==> src/rtl/seg_chk_pkg.sv <==
package seg_chk_pkg;

    typedef enum logic [2:0] {
        TGT_STK = 3'd0,
        TGT_D0  = 3'd1,
        TGT_D1  = 3'd2,
        TGT_X0  = 3'd3,
        TGT_X1  = 3'd4
    } seg_tgt_e;

    typedef enum logic [2:0] {
        FK_NONE = 3'd0,
        FK_GP   = 3'd1,
        FK_NP   = 3'd2,
        FK_STK  = 3'd3,
        FK_INV  = 3'd4
    } fault_kind_e;

    // ok: commit; use_sel: the error code carries the selector
    typedef struct packed {
        logic        ok;
        fault_kind_e kind;
        logic        use_sel;
    } verdict_t;

    // descriptor type field bit positions
    localparam int TB_CODE = 3;
    localparam int TB_CONF = 2;
    localparam int TB_RW   = 1;

endpackage

==> src/rtl/seg_data_rules.sv <==
module seg_data_rules
    import seg_chk_pkg::*;
(
    input  logic       is_null,
    input  logic       in_bounds,
    input  logic [1:0] rpl,
    input  logic [1:0] cpl,
    input  logic       desc_cd,
    input  logic [3:0] desc_type,
    input  logic [1:0] desc_dpl,
    input  logic       desc_present,
    output verdict_t   verdict
);
    logic readable;
    logic priv_checked;
    logic priv_bad;
    logic gp_hit;

    always_comb begin
        readable     = desc_cd && (!desc_type[TB_CODE] || desc_type[TB_RW]);
        priv_checked = !desc_type[TB_CODE] || !desc_type[TB_CONF];
        priv_bad     = priv_checked && (rpl > desc_dpl) && (cpl > desc_dpl);
        gp_hit       = !in_bounds || !readable || priv_bad;
        verdict = '{ok: 1'b0, kind: FK_NONE, use_sel: 1'b0};
        if (is_null) begin
            verdict.ok = 1'b1;
        end else if (gp_hit) begin
            verdict.kind    = FK_GP;
            verdict.use_sel = 1'b1;
        end else if (!desc_present) begin
            verdict.kind    = FK_NP;
            verdict.use_sel = 1'b1;
        end else begin
            verdict.ok = 1'b1;
        end
    end
endmodule

==> config.mk <==
export PLATFORM = sky130hd
export DESIGN_NAME = seg_data_rules
export DESIGN_NICKNAME = d
export VERILOG_FILES = /design/src/rtl/seg_chk_pkg.sv /design/src/rtl/seg_data_rules.sv
export SDC_FILE = /design/constraint.sdc
export NUM_CORES = 1
export LEC_CHECK = 0
export BUFFER_PORTS_ARGS = -buffer_cell sky130_fd_sc_hd__clkbuf_2
export CORE_AREA = 2 2 39 41
export DETAILED_ROUTE_END_ITERATION = 12
export DIE_AREA = 0 0 41 43
export GPL_ROUTABILITY_DRIVEN = 1
export PLACE_DENSITY = 0.4
export SLEW_MARGIN = 20
export SYNTH_ARGS = -nofsm -noshare
export SYNTH_HDL_FRONTEND = slang
export SYNTH_SLANG_ARGS = --single-unit
==> constraint.sdc <==
create_clock -name vclk -period 2
set_clock_uncertainty 0.1 [all_clocks]
set_input_delay 0.4 -clock vclk [all_inputs]
set_output_delay 0.4 -clock vclk [all_outputs]
set_load 0.05 [all_outputs]
==> impl_metrics.csv <==
group,metric,value,unit
layout,stdcell_count,54,
worst_setup_path,required,1.50,ns
placement,dp.cells,54,
synthesis,synthAdderAreaFrac,32.5,%
synthesis,synth_cell_types,13,
placement,place_area,332,um2
synthesis,yosys.area_share.simple,17.9,%
layout,layout_commonest_cell,"clkbuf_2",
grt,grt_pass1_wl,834,um
worst_setup_path,arrival,1.80,ns
worst_setup_path,end_kind,"output pin",
synthesis,yosys_warnings,0,
synthesis,synth_nets,39,
synthesis,yosysTopAreaCell,"ha_1",
timing,max_freq,0.435,GHz
worst_setup_path,path_cells,"clkbuf_16, inv_12, ha_4, a222oi_1, o221ai_2, a31o_4, clkbuf_16",
die,coreArea,1380,um2
power,p_per_area,251,nW/um2
worst_setup_path,critical_path_buf_inv_count,3,
grt,grt_max_degree,5,
worst_setup_path,worstSetupPathType,"in2out",
timing,setup_viol,4,
layout,area_delta_synth_final,182,%
synthesis,syn_area_per_cell,7.33,um2
detailed_routing,drt_iter0_markers,3,
outcome,violations,"negative setup slack",
placement,io_buffers,17,
die,initial_core_util,11.1,%
layout,nFlopsAndLatches,0,
synthesis,synth_xor_area_share,0,%
placement,dpl.hpwl,411,um
synthesis,yosysTopAreaCellShare,32.5,%
placement,post-place-ws,-0.444,ns
worst_setup_path,crit_fanout,4,
worst_setup_path,cpPeakStageDelay,0.33,ns
die,num_rows,14,
layout,stdcell_area,434,um2
layout,final_nets,58,
detailed_routing,drc_errors,0,
synthesis,netlist_instances,21,
worst_setup_path,cp_slowest_cell,"a222oi_1",
synthesis,synth_mux_area_share,0,%
layout,fill_cells,149,
worst_setup_path,cp-start-kind,"input port",
layout,antenna_cells,0,
grt,antenna_found_initial,0,
layout,nClkBuffers,0,
grt,track_usage,6.49,%
outcome,status,"complete, but fails checks",
timing,drv_slew,0,
timing,setup_ws,-0.301,ns
synthesis,synth_top_family_by_area,"compound AO/OA/AOI/OAI gates",
detailed_routing,viasPerCell,3.87,
timing,min_period_over_period,115,%
power,power.leakage,0.193,nW
grt,grt_overflow_total,0,
synthesis,yosysSeqAreaShare,0,%
timing,period_needed,2.30,ns
die,die-area,1760,um2
detailed_routing,wl_per_cell,9.33,um
detailed_routing,via_count,209,
timing,final_hold_viol_count,0,
layout,drive_above_1_share,76.3,%
detailed_routing,routed_wl,504,um
detailed_routing,first_pass_iters,4,
die,io_pins,19,
timing,rsz0062_at_grt,"yes",
placement,place_congestion,0.544,
detailed_routing,drtAntennaViolNets,0,
power,ir_drop,69.3,uV
grt,grt_pass1_vias,189,
synthesis,synth_compound_area_share,32.5,%
clock_tree,cts_setup_buffers,0,
worst_setup_path,crit_top_cell,"clkbuf_16",
synthesis,synth_area,154,um2
run,drv_cap,0,
layout,regArea,0,um2
clock_tree,cts_hold_buf,0,
worst_setup_path,crit_family,"compound AO/OA/AOI/OAI gates",
die,fp.dieW,41,um
die,die_height,43,um
layout,final_cell_mix,"clkbuf_2, ha_4",
min_path,hold_class,"in2out",
synthesis,ys_top_cells_by_area,"ha_1, inv_1, o221ai_2, nor2b_1, a21oi_1",
[through the flow]
stage / hold WS, ns / util, % / total power [mW] / setup TNS (ns)
after floorplan: 0.752 / - / 0.0576 / -0.207
after global placement: 1.14 / 24.0 / 0.0868 / -1.64
after detailed placement: 1.14 / 24.0 / 0.0856 / -1.69
after CTS: 1.08 / 31.2 / 0.107 / -1.00
after global routing: 1.09 / 31.4 / 0.118 / -1.41
final: 1.07 / 31.4 / 0.109 / -1.03
[worst paths after layout]
check,from,cells past startpoint,end
setup / recovery,desc_dpl[1],7,verdict[4]
hold / removal,is_null,3,verdict[1]
[power breakdown]
group / leakage (nW) / switching, mW / internal [mW]
Clock: 0 / 0 / 0
Combinational: 0.193 / 0.0560 / 0.0530
Sequential: 0 / 0 / 0
[routing by layer]
metal,part of all wire [%],vias up,track usage [%]
met5,0,-,0
met4,0,0,0
met3,15,0,0.524
met2,47,17,11.6
met1,38,83,8.54
li1,-,109,-
[cell families after synthesis]
group / count (synthesis)
fa+ha+maj: 4
compound gates: 6
buf+inv: 5
other cells: 1
simple gates: 5
[cells in the mapped netlist (all sizes together)]
cell / number
ha: 4
nor2b: 2
and3: 1
a222oi: 1
a31o: 1
nor2: 1
inv: 4
a21oi: 2
buf: 1
o221ai: 1
nand2: 1
conb: 1
a31oi: 1
[final cells by class]
cell class                 instances  area, um2  area share, %
timing repair buffer              18        170           39.2
multi-input combinational         16        216           49.9
inverter                           4       27.5           6.34
tap                               16       20.0           4.61
[repair_timing]
| action | CTS | global route |
|---|---|---|
| gates resized for setup | 16 | 2 |
| setup endpoints to repair | 4 | 4 |
| pin swaps | 4 | 3 |
[tightest hold or removal path, cell delays in order]
cell and delay [ns]:
clkbuf_2 0.17, a21oi_4 0.05, buf_8 0.14
Note: power is estimated with default switching activity, not from simulation.
